File: config.mk
export PLATFORM = sky130hd
export DESIGN_NAME = wt_cache
export DESIGN_NICKNAME = d
export VERILOG_FILES = /design/src/rtl/wtc_pkg.sv /design/src/rtl/wtc_wbuf.sv /design/src/rtl/wtc_store.sv /design/src/rtl/wt_cache.sv
export SDC_FILE = /design/constraint.sdc
export NUM_CORES = 1
export LEC_CHECK = 0
export ABC_AREA = 1
export CAP_MARGIN = 20
export CORE_MARGIN = 2
export CORE_UTILIZATION = 45
export DETAILED_ROUTE_END_ITERATION = 7
export DONT_BUFFER_PORTS = 1
export GPL_TIMING_DRIVEN = 1
export HOLD_SLACK_MARGIN = 0.15
export PLACE_DENSITY = 0.56
export SYNTH_ARGS = -nofsm -noshare
export SYNTH_HDL_FRONTEND = slang
export SYNTH_SLANG_ARGS = --single-unit
File: constraint.sdc
create_clock -name clk -period 4.55 [get_ports clk]
set_input_delay 0.455 -clock clk [delete_from_list [all_inputs] [get_ports clk]]
set_output_delay 0.455 -clock clk [all_outputs]
set_load 0.05 [all_outputs]
File: src/rtl/wtc_pkg.sv
package wtc_pkg;
    // Four words per line is fixed by the line-fetch behaviour.
    localparam int LINE_OFF_W = 2;

    typedef enum logic [1:0] {
        ST_IDLE  = 2'd0,
        ST_FLUSH = 2'd1,
        ST_FILL  = 2'd2
    } ctl_state_t;

    typedef enum logic [1:0] {
        OWN_NONE  = 2'd0,
        OWN_DRAIN = 2'd1,
        OWN_FILL  = 2'd2
    } port_owner_t;
endpackage

File: src/rtl/wtc_wbuf.sv
module wtc_wbuf #(
    parameter int ADDR_W = 10,
    parameter int DATA_W = 32,
    parameter int DEPTH  = 4,
    parameter int LINE_W = 8
) (
    input  logic              clk,
    input  logic              rst,
    input  logic              push,
    input  logic [ADDR_W-1:0] push_addr,
    input  logic [DATA_W-1:0] push_data,
    input  logic              pop,
    output logic [ADDR_W-1:0] head_addr,
    output logic [DATA_W-1:0] head_data,
    output logic              empty,
    output logic              full,
    input  logic [LINE_W-1:0] probe_line,
    output logic              probe_hit
);
    localparam int PTR_W = (DEPTH > 1) ? $clog2(DEPTH) : 1;
    localparam int CNT_W = $clog2(DEPTH + 1);

    logic [ADDR_W-1:0] addr_q [DEPTH];
    logic [DATA_W-1:0] data_q [DEPTH];
    logic [DEPTH-1:0]  live_q;
    logic [DEPTH-1:0]  match;
    logic [PTR_W-1:0]  wr_ptr, rd_ptr;
    logic [CNT_W-1:0]  count;

    function automatic logic [PTR_W-1:0] step(input logic [PTR_W-1:0] p);
        return (p == PTR_W'(DEPTH - 1)) ? '0 : p + 1'b1;
    endfunction

    always_ff @(posedge clk) begin
        if (rst) begin
            wr_ptr <= '0;
            rd_ptr <= '0;
            count  <= '0;
            live_q <= '0;
        end else begin
            if (push) begin
                live_q[wr_ptr] <= 1'b1;
                wr_ptr         <= step(wr_ptr);
            end
            if (pop) begin
                live_q[rd_ptr] <= 1'b0;
                rd_ptr         <= step(rd_ptr);
            end
            unique case ({push, pop})
                2'b10:   count <= count + 1'b1;
                2'b01:   count <= count - 1'b1;
                default: count <= count;
            endcase
        end
    end

    always_ff @(posedge clk) begin
        if (push) begin
            addr_q[wr_ptr] <= push_addr;
            data_q[wr_ptr] <= push_data;
        end
    end

    // Line comparison against every live entry, for the read-after-write hazard.
    for (genvar g = 0; g < DEPTH; g++) begin : g_probe
        assign match[g] = live_q[g] && (addr_q[g][ADDR_W-1 -: LINE_W] == probe_line);
    end

    assign probe_hit = |match;
    assign head_addr = addr_q[rd_ptr];
    assign head_data = data_q[rd_ptr];
    assign empty     = (count == '0);
    assign full      = (count == CNT_W'(DEPTH));

    AST_NO_OVERFLOW: assert property (@(posedge clk) disable iff (rst)
        push |-> !full);
    AST_NO_UNDERFLOW: assert property (@(posedge clk) disable iff (rst)
        pop |-> (!empty && live_q[rd_ptr]));
endmodule

File: src/rtl/wtc_store.sv
module wtc_store #(
    parameter int DATA_W = 32,
    parameter int IDX_W  = 3,
    parameter int TAG_W  = 5,
    parameter int OFF_W  = 2
) (
    input  logic              clk,
    input  logic              rst,
    input  logic [IDX_W-1:0]  lk_idx,
    input  logic [TAG_W-1:0]  lk_tag,
    input  logic [OFF_W-1:0]  lk_off,
    output logic              lk_hit,
    output logic [DATA_W-1:0] lk_word,
    input  logic              wr_en,
    input  logic [IDX_W-1:0]  wr_idx,
    input  logic [OFF_W-1:0]  wr_off,
    input  logic [DATA_W-1:0] wr_data,
    input  logic              inval,
    input  logic [IDX_W-1:0]  inval_idx,
    input  logic              mark,
    input  logic [IDX_W-1:0]  mark_idx,
    input  logic [TAG_W-1:0]  mark_tag
);
    localparam int SETS  = 1 << IDX_W;
    localparam int WORDS = 1 << OFF_W;

    logic [SETS-1:0]   valid_q;
    logic [TAG_W-1:0]  tag_q  [SETS];
    logic [DATA_W-1:0] word_q [SETS*WORDS];

    always_ff @(posedge clk) begin
        if (rst) begin
            valid_q <= '0;
        end else begin
            if (inval) valid_q[inval_idx] <= 1'b0;
            if (mark)  valid_q[mark_idx]  <= 1'b1;
        end
    end

    always_ff @(posedge clk) begin
        if (mark)  tag_q[mark_idx]           <= mark_tag;
        if (wr_en) word_q[{wr_idx, wr_off}] <= wr_data;
    end

    assign lk_hit  = valid_q[lk_idx] && (tag_q[lk_idx] == lk_tag);
    assign lk_word = word_q[{lk_idx, lk_off}];
endmodule

File: src/rtl/wt_cache.sv
module wt_cache #(
    parameter int ADDR_W   = 10,
    parameter int DATA_W   = 32,
    parameter int IDX_W    = 3,
    parameter int WB_DEPTH = 4
) (
    input  logic              clk,
    input  logic              rst,
    input  logic              cpu_req,
    input  logic              cpu_we,
    input  logic [ADDR_W-1:0] cpu_addr,
    input  logic [DATA_W-1:0] cpu_wdata,
    output logic              cpu_ready,
    output logic [DATA_W-1:0] cpu_rdata,
    output logic              mem_req,
    output logic              mem_we,
    output logic [ADDR_W-1:0] mem_addr,
    output logic [DATA_W-1:0] mem_wdata,
    input  logic              mem_ack,
    input  logic [DATA_W-1:0] mem_rdata
);
    import wtc_pkg::*;

    localparam int OFF_W  = LINE_OFF_W;
    localparam int TAG_W  = ADDR_W - IDX_W - OFF_W;
    localparam int LINE_W = ADDR_W - OFF_W;
    localparam int WORDS  = 1 << OFF_W;

    ctl_state_t  state_q, state_d;
    port_owner_t owner_q, grant;
    logic        lock_q;
    logic [LINE_W-1:0] fill_line_q;
    logic [OFF_W-1:0]  fill_cnt_q;

    logic [IDX_W-1:0]  c_idx;
    logic [OFF_W-1:0]  c_off;
    logic [TAG_W-1:0]  c_tag;
    logic [LINE_W-1:0] c_line;
    assign c_off  = cpu_addr[OFF_W-1:0];
    assign c_idx  = cpu_addr[OFF_W +: IDX_W];
    assign c_tag  = cpu_addr[ADDR_W-1 -: TAG_W];
    assign c_line = cpu_addr[ADDR_W-1 -: LINE_W];

    logic              hit;
    logic [DATA_W-1:0] hit_word;
    logic              wb_empty, wb_full, wb_push, wb_pop, probe_hit;
    logic [ADDR_W-1:0] wb_head_addr;
    logic [DATA_W-1:0] wb_head_data;
    logic [LINE_W-1:0] probe_line;
    logic              is_rd, is_wr, rd_miss, xfer, fill_beat, fill_last;
    logic              st_wr_en;
    logic [IDX_W-1:0]  st_wr_idx;
    logic [OFF_W-1:0]  st_wr_off;
    logic [DATA_W-1:0] st_wr_data;

    assign is_rd      = cpu_req && !cpu_we;
    assign is_wr      = cpu_req && cpu_we;
    assign rd_miss    = (state_q == ST_IDLE) && is_rd && !hit;
    assign probe_line = (state_q == ST_IDLE) ? c_line : fill_line_q;
    assign xfer       = mem_req && mem_ack;
    assign fill_beat  = xfer && (grant == OWN_FILL);
    assign wb_pop     = xfer && (grant == OWN_DRAIN);
    assign fill_last  = (fill_cnt_q == OFF_W'(WORDS - 1));

    wtc_store #(.DATA_W(DATA_W), .IDX_W(IDX_W), .TAG_W(TAG_W), .OFF_W(OFF_W)) u_store (
        .clk(clk), .rst(rst),
        .lk_idx(c_idx), .lk_tag(c_tag), .lk_off(c_off), .lk_hit(hit), .lk_word(hit_word),
        .wr_en(st_wr_en), .wr_idx(st_wr_idx), .wr_off(st_wr_off), .wr_data(st_wr_data),
        .inval(rd_miss), .inval_idx(c_idx),
        .mark(fill_beat && fill_last), .mark_idx(fill_line_q[IDX_W-1:0]),
        .mark_tag(fill_line_q[LINE_W-1:IDX_W])
    );

    wtc_wbuf #(.ADDR_W(ADDR_W), .DATA_W(DATA_W), .DEPTH(WB_DEPTH), .LINE_W(LINE_W)) u_wbuf (
        .clk(clk), .rst(rst),
        .push(wb_push), .push_addr(cpu_addr), .push_data(cpu_wdata),
        .pop(wb_pop), .head_addr(wb_head_addr), .head_data(wb_head_data),
        .empty(wb_empty), .full(wb_full),
        .probe_line(probe_line), .probe_hit(probe_hit)
    );

    // State register and fill bookkeeping.
    always_ff @(posedge clk) begin
        if (rst) begin
            state_q     <= ST_IDLE;
            owner_q     <= OWN_NONE;
            lock_q      <= 1'b0;
            fill_line_q <= '0;
            fill_cnt_q  <= '0;
        end else begin
            state_q <= state_d;
            owner_q <= grant;
            lock_q  <= mem_req && !mem_ack;
            if (rd_miss) begin
                fill_line_q <= c_line;
                fill_cnt_q  <= '0;
            end else if (fill_beat) begin
                fill_cnt_q <= fill_cnt_q + 1'b1;
            end
        end
    end

    // Next-state logic.
    always_comb begin
        state_d = state_q;
        unique case (state_q)
            ST_IDLE:  if (rd_miss) state_d = probe_hit ? ST_FLUSH : ST_FILL;
            ST_FLUSH: if (!probe_hit) state_d = ST_FILL;
            ST_FILL:  if (fill_beat && fill_last) state_d = ST_IDLE;
            default:  state_d = ST_IDLE;
        endcase
    end

    // Memory port arbitration: a started transfer keeps its owner.
    always_comb begin
        if (lock_q)
            grant = owner_q;
        else if ((state_q == ST_FILL) && !wb_full)
            grant = OWN_FILL;
        else if (!wb_empty)
            grant = OWN_DRAIN;
        else if (state_q == ST_FILL)
            grant = OWN_FILL;
        else
            grant = OWN_NONE;
    end

    // Outputs.
    always_comb begin
        cpu_ready  = 1'b0;
        wb_push    = 1'b0;
        st_wr_en   = 1'b0;
        st_wr_idx  = c_idx;
        st_wr_off  = c_off;
        st_wr_data = cpu_wdata;
        unique case (state_q)
            ST_IDLE: begin
                if (is_wr && !wb_full) begin
                    cpu_ready = 1'b1;
                    wb_push   = 1'b1;
                    st_wr_en  = hit;
                end else if (is_rd && hit) begin
                    cpu_ready = 1'b1;
                end
            end
            ST_FILL: begin
                st_wr_en   = fill_beat;
                st_wr_idx  = fill_line_q[IDX_W-1:0];
                st_wr_off  = fill_cnt_q;
                st_wr_data = mem_rdata;
            end
            default: ;
        endcase
        cpu_rdata = hit_word;
        mem_req   = (grant != OWN_NONE);
        mem_we    = (grant == OWN_DRAIN);
        mem_addr  = (grant == OWN_DRAIN) ? wb_head_addr : {fill_line_q, fill_cnt_q};
        mem_wdata = (grant == OWN_DRAIN) ? wb_head_data : '0;
    end

    AST_RESET_QUIET: assert property (@(posedge clk) disable iff (rst)
        $past(rst) |-> (!mem_req && state_q == ST_IDLE));
    AST_FILL_THEN_HIT: assert property (@(posedge clk) disable iff (rst)
        (fill_beat && fill_last && is_rd) |=> cpu_ready);
    AST_FILL_CLEAN: assert property (@(posedge clk) disable iff (rst)
        (mem_req && !mem_we) |-> !probe_hit);
    AST_PORT_HOLD: assert property (@(posedge clk) disable iff (rst)
        (mem_req && !mem_ack) |=> (mem_req && $stable(mem_we) && $stable(mem_addr)
                                   && $stable(mem_wdata)));
endmodule

### After elaboration in Yosys (flattened, before gate mapping)

Memory sizes are Yosys's and may differ from the RTL's. A register that Yosys moved wholly into a read port is not among the register bits.
Cells that the tools add are included.
Widths: inputs -> output; s select.

* bits in registers: 34
* RAM bits: 1232
* bits of input ports: 79
* output and inout bits: 77
* logic and storage cells: 134
* memories: 4

Memory list
* u_store.word_q: words 32, bits a word 32, read ports 1, clocked after memory_dff 0, write ports 1, line wtc_store.sv:29 `logic [DATA_W-1:0] word_q [SETS*WORDS];`
* u_wbuf.data_q: words 4, bits a word 32, read ports 1, clocked after memory_dff 1, write ports 1, line wtc_wbuf.sv:24 `logic [DATA_W-1:0] data_q [DEPTH];`
* u_store.tag_q: words 8, bits a word 5, read ports 1, clocked after memory_dff 0, write ports 1, line wtc_store.sv:28 `logic [TAG_W-1:0] tag_q [SETS];`
* u_wbuf.addr_q: words 4, bits a word 10, read ports 5, clocked after memory_dff 1, write ports 1, line wtc_wbuf.sv:23 `logic [ADDR_W-1:0] addr_q [DEPTH];`

* $add $sub $neg: 5
* magnitude comparators: 8
* equality and inequality tests: 18
* multiplexer cells: 51
* bitwise operators: 6
* reductions and logical operators: 32

Operators by type and width (count)
* $mux 32: 2
* $eq 8x8->1: 4
* $mux 8: 4
* $mux 2: 15
* $logic_and 1x1->1: 21
* $mux 1: 17
* $eq 2x2->1 const B: 6
* $mux 4: 3
* $mux 10: 1
* $and 8x8->8: 1
* $lt 3x4->1 const B: 2
* $not 8->8: 1
* $or 8x8->8: 1
* $add 2x1->2 const B: 3
* $demux 1 s3: 2
* $eq 2x1->1 const B: 3
* $ge 3x1->1 const B: 2
* $lt 2x3->1 const B: 2
* $pmux 2 s3: 1
* $pmux 3 s2: 1
* $eq 5x5->1: 1
* $and 4x4->4: 1
* $demux 1 s2: 2
* $ge 2x1->1 const B: 2
* other kinds (17): 22

### Logic depth before layout (Yosys ltp)

Gate-level depths: netlist (run 1).

* depth in word-level cells: 11
* mapped depth: 18
* depth with buffers taken out: 16

### By module

From an unflattened synthesis (run 1), not the netlist that was laid out.

* cell total of the unflattened synthesis: 4558
* area total of the unflattened synthesis: 52679.3 µm²

Modules (own cells, without submodules)
* wtc_store: instances 1, cells an instance 3626, area each 43678.1 µm²
* wtc_wbuf: instances 1, cells an instance 612, area each 7382.1 µm²
* wt_cache: instances 1, cells an instance 320, area each 1619.1 µm²

### Worst setup path after synthesis (run 1)

OpenSTA, ideal clock, no wires.

* path type: input port to flip-flop
* start: input cpu_addr[2]
* end: memory u_store.word_q[12][0] (enable)
* arrival time: 3.098 ns
* setup slack: 1.030 ns
* stages on the path: 11
* path buffers: 1
* path through: buf_6 or2_2 nand3_1 nand2_1 o21bai_1 nand3_1 nor2_2 nand3_2 nand2_4 nand4_2 nor2_1

* longest elaborated chain between the ends: 7
* elaborated cells between the ends (all ways): 10

Ends and longest elaborated chain
* start: declaration: line wt_cache.sv:11 `input logic [ADDR_W-1:0] cpu_addr,`
* $mem_v2 8x5 / $bmux 1 s3 (equally long branches)
* $eq 5x5->1 / $mux 1 (equally long branches): line wtc_store.sv:45 `assign lk_hit = valid_q[lk_idx] && (tag_q[lk_idx] == lk_tag);`
* $logic_and 1x1->1: line wtc_store.sv:45
* $mux 1: line wt_cache.sv:138 `if (is_wr && !wb_full) begin`
* $pmux 1 s2: line wt_cache.sv:136 `unique case (state_q)`
* $mux 1: line wtc_store.sv:42 `if (wr_en) word_q[{wr_idx, wr_off}] <= wr_data;`
* $mux 1 (not written as such): line wtc_store.sv:42
* end: declaration: line wtc_store.sv:29

Parallel ways exist; a longest one is shown, timed or not. The select of a mux whose other input is x is not followed.

### Worst setup path after layout (run 1)

* start: input cpu_addr[0]
* end: output cpu_rdata[7]

* longest elaborated chain between the ends: 1

Ends and longest elaborated chain
* $mem_v2 32x32
* end: declaration: line wt_cache.sv:14 `output logic [DATA_W-1:0] cpu_rdata,`

Every way passes these cells.

==> results.toml, run 1 <==
[clock_tree]
cts_buffer_depth = 3
clock_sinks = 1268
htree_levels = 4
clk_pin_slew_ns = 0.05
root_buffer = "clkbuf_16"
clkLatencyLatePin_ns = 0.76
cts_tree = "yes"
cts_buffers = 136

[worst_setup_path]
crit_buf_inv = 2
cpPeakStageDelay_ns = 1.46
path_delay_family = "buffers and inverters"
crit_type = "input pin to primary output"
worstPathArrival_ns = 4.68
r2r_start = "state_q[1]"
cp_max_fo = 514
startpoint_type = "input pin"
cp.required_ns = 4.09
cp_slowest_cell = "inv_8"
startpoint = "cpu_addr[0]"
worstSetupEndpointType = "primary output"
path_cells = "inv_8 > buf_4 > o21ai_0 > o22ai_1 > a22o_1 > a221oi_1 > nand2_1"

[synth]
yosysTopAreaCell = "edfxtp_1"
ys_top_cells_by_count = "1232 x edfxtp_1, 758 x nor2_1, 629 x o21ai_0"
synth_flop_cell = "edfxtp_1"
synth.most_common_cell = "edfxtp_1"
syn_inst = 3948
yosysUniqueCellTypes = 43
avgSynthCellArea_um2 = 12.8
seq_area_frac_synth = 0.749
synth.top_cell.area_share = 0.735
ys_async_sr_fraction = 0
synth_area_um2 = 50300
ys_warn_count = 0
ys_top_cells_by_area = "edfxtp_1 73%, o21ai_0 6.3%, nor2_1 5.7%"
synth.net_count = 4038
synth-seq-cells = 1268
synth_edf_count = 1232

[layout]
drive_gt1_frac = 0.106
fin_util = 0.525
area_delta_synth_final_pct = 15.5
finalNetCount = 4137
antenna_cells = 0

[timing]
fin_crit_sh = 1.13
rsz0062_at_grt = "no"
maxSlewViolCount = 298
slew_headroom = -0.429
period_minus_slack_ns = 5.14
tightest_slew_ns = 2.14
fin_setup_tns_ns = -12.90
max_freq_mhz = 195
finalHoldViolCount = 0
fin_ws_ns = -0.585
skew_ns = 0.0343
finalSetupViolations = 30

[place]
dp_hpwl_mm = 76.2
port-buffer-count = 0
gp_congestion = 0.801
pre_cts_slack_ns = 0.933

[drt]
drtIter0Drc = 3708
wl_per_cell_um = 25.5
vias_per_cell = 5.76
drt-pass1-iter-count = 6
drc_errors = 0
ant_nets = 0
num_vias = 32500
routed_wl_mm = 144

[pwr]
power.leakage_nw = 19.5
power_density_nw_per_um2 = 466
vdd.ir_drop.worst_mv = 0.330

[grt]
grt_overflow = 0
grt_antenna_before_repair = 0
grt_max_degree = 515
grt_pass1_wl_mm = 210
grtUsageTotal = 0.247
grt_pass1_vias = 30900

[flow_run]
cap_violations = 0

[status]
status = "complete, but fails checks"
violations = "slew limit, setup timing"

[floorplanning]
core_area_um2 = 111000
die_area_um2 = 115000
fp.dieW_um = 338
pin_count = 156
num_rows = 122
fp.dieH_um = 338
start_util = 0.454

[worst_hold_path]
hp-start = "cpu_req"
hold_class = "input pin to register"
==> path summary, 6_finish.rpt <==
| kind | end | depth (start not counted) | slack, ns |
|---|---|---|---|
| hold reg to reg | u_store.valid_q[6] | 2 | 0.46 |
| setup reg to reg | u_store.word_q[31][16] | 10 | 1.15 |
| setup / recovery | cpu_rdata[7] | 7 | -0.59 |
| hold / removal | u_wbuf.wr_ptr[0] | 3 | 0.19 |
==> final cells by class <==
type                       count  area, µm²
multi-input combinational   2315      11500
inverter                     119        464
fill                        9459      52700
clock inverter                82        852
clock buffer                 159       3540
tap                         1488       1860
timing repair buffer         207       2180
sequential                  1268      37700
==> state kept, by name, indices dropped and copies added, names as in the netlist, 3 cells and up, named ones only <==
register / cells
fill_line_q: 8
u_store.tag_q: 40
u_store.valid_q: 8
u_store.word_q: 1024
u_wbuf.addr_q: 40
u_wbuf.count: 3
u_wbuf.data_q: 128
u_wbuf.live_q: 4
==> metal layers <==
layer  wire length [µm]  part of all wire  global-route usage
met1              60800              0.42               0.341
met2              69900              0.49               0.407
met3               9790             0.068              0.0391
met5                  0                 0                   0
met4               3550             0.025              0.0729
==> kinds of logic after synthesis <==
| logic type | share of synthesized area |
|---|---|
| AND/OR/NAND/NOR | 0.0944 |
| flip-flops | 0.749 |
| AO/OA/AOI/OAI | 0.122 |
| adder cells (fa/ha/maj) | 0.00288 |
| XOR/XNOR | 0.00296 |
| buffers and inverters | 0.0288 |
==> placed cells by master, fill, tap and decap left out, types with 3 or more instances in the layout <==
cell type      instances
clkbuf_1              20
o22ai_1              259
dlygate4sd3_1         45
nand2_4                3
o21ai_1               11
a21oi_1               64
inv_2                  7
buf_16                15
ha_1                  10
a31oi_1                8
o211ai_1               3
nand3_1               38
nand2_1              379
nor2_4                46
dfxtp_1               34
nand4_2                8
buf_4                130
clkinv_8               5
or2_2                  4
buf_12                17
bufinv_16             13
inv_1                109
xnor2_1                6
a221oi_1              64
edfxtp_1            1232
o21ai_2                4
o21ai_0              628
inv_16                 4
xor2_1                11
clkinv_1              31
nor2_1               713
a22o_1                32
clkinvlp_4             8
clkbuf_16            138
nor2_2                 6
clkinv_2              16
inv_6                  4
==> what timing repair did <==
| item | CTS | global route |
|---|---|---|
| buffers inserted | 0 | 0 |
| hold buffers | 45 | 0 |
| gates resized for setup | 0 | 0 |
| endpoints found under the hold margin | 197 | 0 |
==> worst min-delay path, stage by stage <==
cell      delay, ns
nand4_1        0.07
buf_4          0.24
a211oi_1       0.11
==> stage by stage <==
step / power [mW] / instances / hold slack [ns] / area [µm²]
6_report: 27.1 / 5638 / 0.193 / 58100
5_1_grt: 27.9 / 5638 / 0.194 / 58100
4_1_cts: 27.2 / 5624 / 0.156 / 57700
3_5_place_dp: 16.3 / 5338 / 0.449 / 52900
3_3_place_gp: 16.3 / 5334 / 0.451 / 52800
2_1_floorplan: 15.4 / 3948 / 0.439 / 50300
==> power breakdown <==
group,internal [mW],switching [mW]
Combinational,0.782,2.30
Sequential,13.0,0.0446
Clock,6.35,4.59
No activity file was read; power rests on OpenSTA's default activity.
==> run 2: changes to the inputs <==
ABC_AREA = 0   (was 1)
==> run 2 against run 1 <==
  * The flow now finishes without violations
  * Cell area decreased by 2.3%
  * Fmax is 33% higher
  * Critical path depth is 4 lower
  * Highest routed layer is now met5
==> results.toml, run 2 <==
[status]
status = "complete, no violations"

[layout]
final_cell_mix = "1232 x edfxtp_1, 300 x mux4_2, 140 x clkbuf_16"
fin_util = 0.522
reg_top3 = "u_store.word_q: 1024 flops, u_wbuf.data_q: 128 flops"
finalNetCount = 2625
drive_gt1_frac = 0.257
area_delta_synth_final_pct = 14.9
regMostFlops = "u_store.word_q"
layout_commonest_cell = "edfxtp_1"
largest_register_ffs = 1024

[clock_tree]
cts-resized-gates = 0
clkLatencyLatePin_ns = 0.74
cts_buffers = 135
root_buffer = "clkbuf_16"
cts_tree = "yes"
cts_buffer_depth = 3
clock_sinks = 1268
htree_levels = 4
clk_pin_slew_ns = 0.06

[pwr]
power_density_nw_per_um2 = 473
p_switching_mw = 6.65
power.internal_mw = 20.2
power.leakage_nw = 17.8
comb_power_share = 0.105
vdd.ir_drop.worst_mv = 0.387
pwr-share-clk = 0.404
p_sw_frac = 0.248
sequentialPowerShare = 0.491

[drt]
vias_per_cell = 6.11
num_vias = 24800
drtIter0Drc = 3063
ant_nets = 0
drc_errors = 0
wl_per_cell_um = 31.7
drt-pass1-iter-count = 5
routed_wl_mm = 128

[floorplanning]
num_rows = 121
start_util = 0.454
core_area_um2 = 109000
pin_count = 156
fp.dieH_um = 335
die_area_um2 = 112000
fp.dieW_um = 335

[grt]
grt_max_degree = 262
grt_overflow = 0
grt_antenna_before_repair = 5
grt_pass1_wl_mm = 185
grtUsageTotal = 0.231
grt_pass1_vias = 25400

[synth]
synth.top_cell.area_share = 0.749
ys_warn_count = 0
yosysUniqueCellTypes = 64
ys_top_cells_by_area = "edfxtp_1 75%, mux4_2 14%, dfxtp_1 1.5%"
synth.most_common_cell = "edfxtp_1"
synth-seq-cells = 1268
ys_async_sr_fraction = 0
synth_edf_count = 1232
syn_inst = 2389
yosysTopAreaCell = "edfxtp_1"
avgSynthCellArea_um2 = 20.7
seq_area_frac_synth = 0.763
synth_area_um2 = 49400
synth.net_count = 2479
ys_top_cells_by_count = "1232 x edfxtp_1, 300 x mux4_2, 136 x nand2_1"
synth_flop_cell = "edfxtp_1"

[timing]
skew_ns = 0.0340
fin_ws_ns = 0.683
rsz0062_at_grt = "no"
fin_crit_sh = 0.850
max_freq_mhz = 259
slew_headroom = 0.0414
finalHoldViolCount = 0
maxSlewViolCount = 0
fin_setup_tns_ns = 0
period_minus_slack_ns = 3.87
finalSetupViolations = 0
tightest_slew_ns = 1.44

[worst_setup_path]
cp_max_fo = 261
worstPathArrival_ns = 3.41
cp.required_ns = 4.09
startpoint_type = "input pin"
crit_type = "input pin to primary output"
worstSetupEndpointType = "primary output"

[worst_hold_path]
hold_class = "input pin to register"

[place]
dp_hpwl_mm = 77.6
gp_congestion = 0.853
pre_cts_slack_ns = 0.741
port-buffer-count = 0

[flow_run]
cap_violations = 0
run 2: changes by cell type after synthesis, sizes merged, moves of 40 or more:
cell,change
nor2,-690
o21ai,-627
mux4,+300
o22ai,-256
nand2,-246
clkbuf,-110
inv,-92
a22oi,+67
a32oi,+66
a221oi,-57
a21oi,-47
and2,+40
run 2: per-layer routing:
metal  vias up  GRT usage  wire (µm)  part of all wire
met1     13300      0.326      53600              0.42
met5         -          0         19           0.00015
met3       160     0.0601      11400             0.089
met2      1037      0.361      61100              0.48
li1      10300          -          -                 -
met4         4     0.0560       2420             0.019
run 2: cell families after synthesis:
family                   synth area share
multiplexers                        0.145
buffers and inverters              0.0134
XOR/XNOR                          0.00673
adder cells (fa/ha/maj)           0.00294
flip-flops                          0.763
AND/OR/NAND/NOR                    0.0337
AO/OA/AOI/OAI                      0.0353
run 2: path summary, 6_finish.rpt:
path                           endpoint  depth (start not counted)  slack (ns)                start
setup / recovery           cpu_rdata[7]                          3        0.68          cpu_addr[0]
hold / removal         u_wbuf.live_q[3]                          2        0.21              mem_ack
setup reg to reg  u_store.word_q[7][17]                         10        1.17  u_store.tag_q[1][3]
hold reg to reg      u_store.valid_q[0]                          2        0.49   u_store.valid_q[0]
run 2: timing repair:
| item | in CTS | in global routing |
|---|---|---|
| endpoints found under the hold margin | 204 | 0 |
| buffers inserted | 0 | 0 |
| hold buffers | 49 | 0 |
run 2: power groups by stage:
stage | registers, mW | clock network, mW | logic, mW
floorplan | 13.3 | 0 | 2.20
global placement | 13.4 | 0 | 2.70
detailed placement | 13.4 | 0 | 2.76
CTS | 13.2 | 11.1 | 2.83
global route | 13.2 | 11.5 | 2.94
finish | 13.2 | 10.9 | 2.81
run 2: critical path, cell delays in order:
cell and delay (ns):
mux4_2 0.96, a22oi_1 0.58, nand4_1 0.75
run 2: through the flow:
| step | area [µm²] | std cells | power [mW] | hold WS (ns) |
|---|---|---|---|---|
| detailed placement | 51900 | 3762 | 16.2 | 0.472 |
| finish | 56800 | 4058 | 26.9 | 0.214 |
| CTS | 56800 | 4056 | 27.1 | 0.159 |
| global placement | 51800 | 3758 | 16.1 | 0.465 |
| global route | 56800 | 4057 | 27.6 | 0.210 |
| floorplan | 49400 | 2389 | 15.5 | 0.440 |
run 2: final cells by class:
cell class	count	area, µm²
Fill cell	8437	52100
Sequential cell	1268	37700
Multi-Input combinational cell	955	11400
Clock buffer	170	3620
Tap cell	1414	1770
Timing Repair Buffer	148	1460
Clock inverter	75	753
Inverter	27	101
Antenna cell	1	2.50
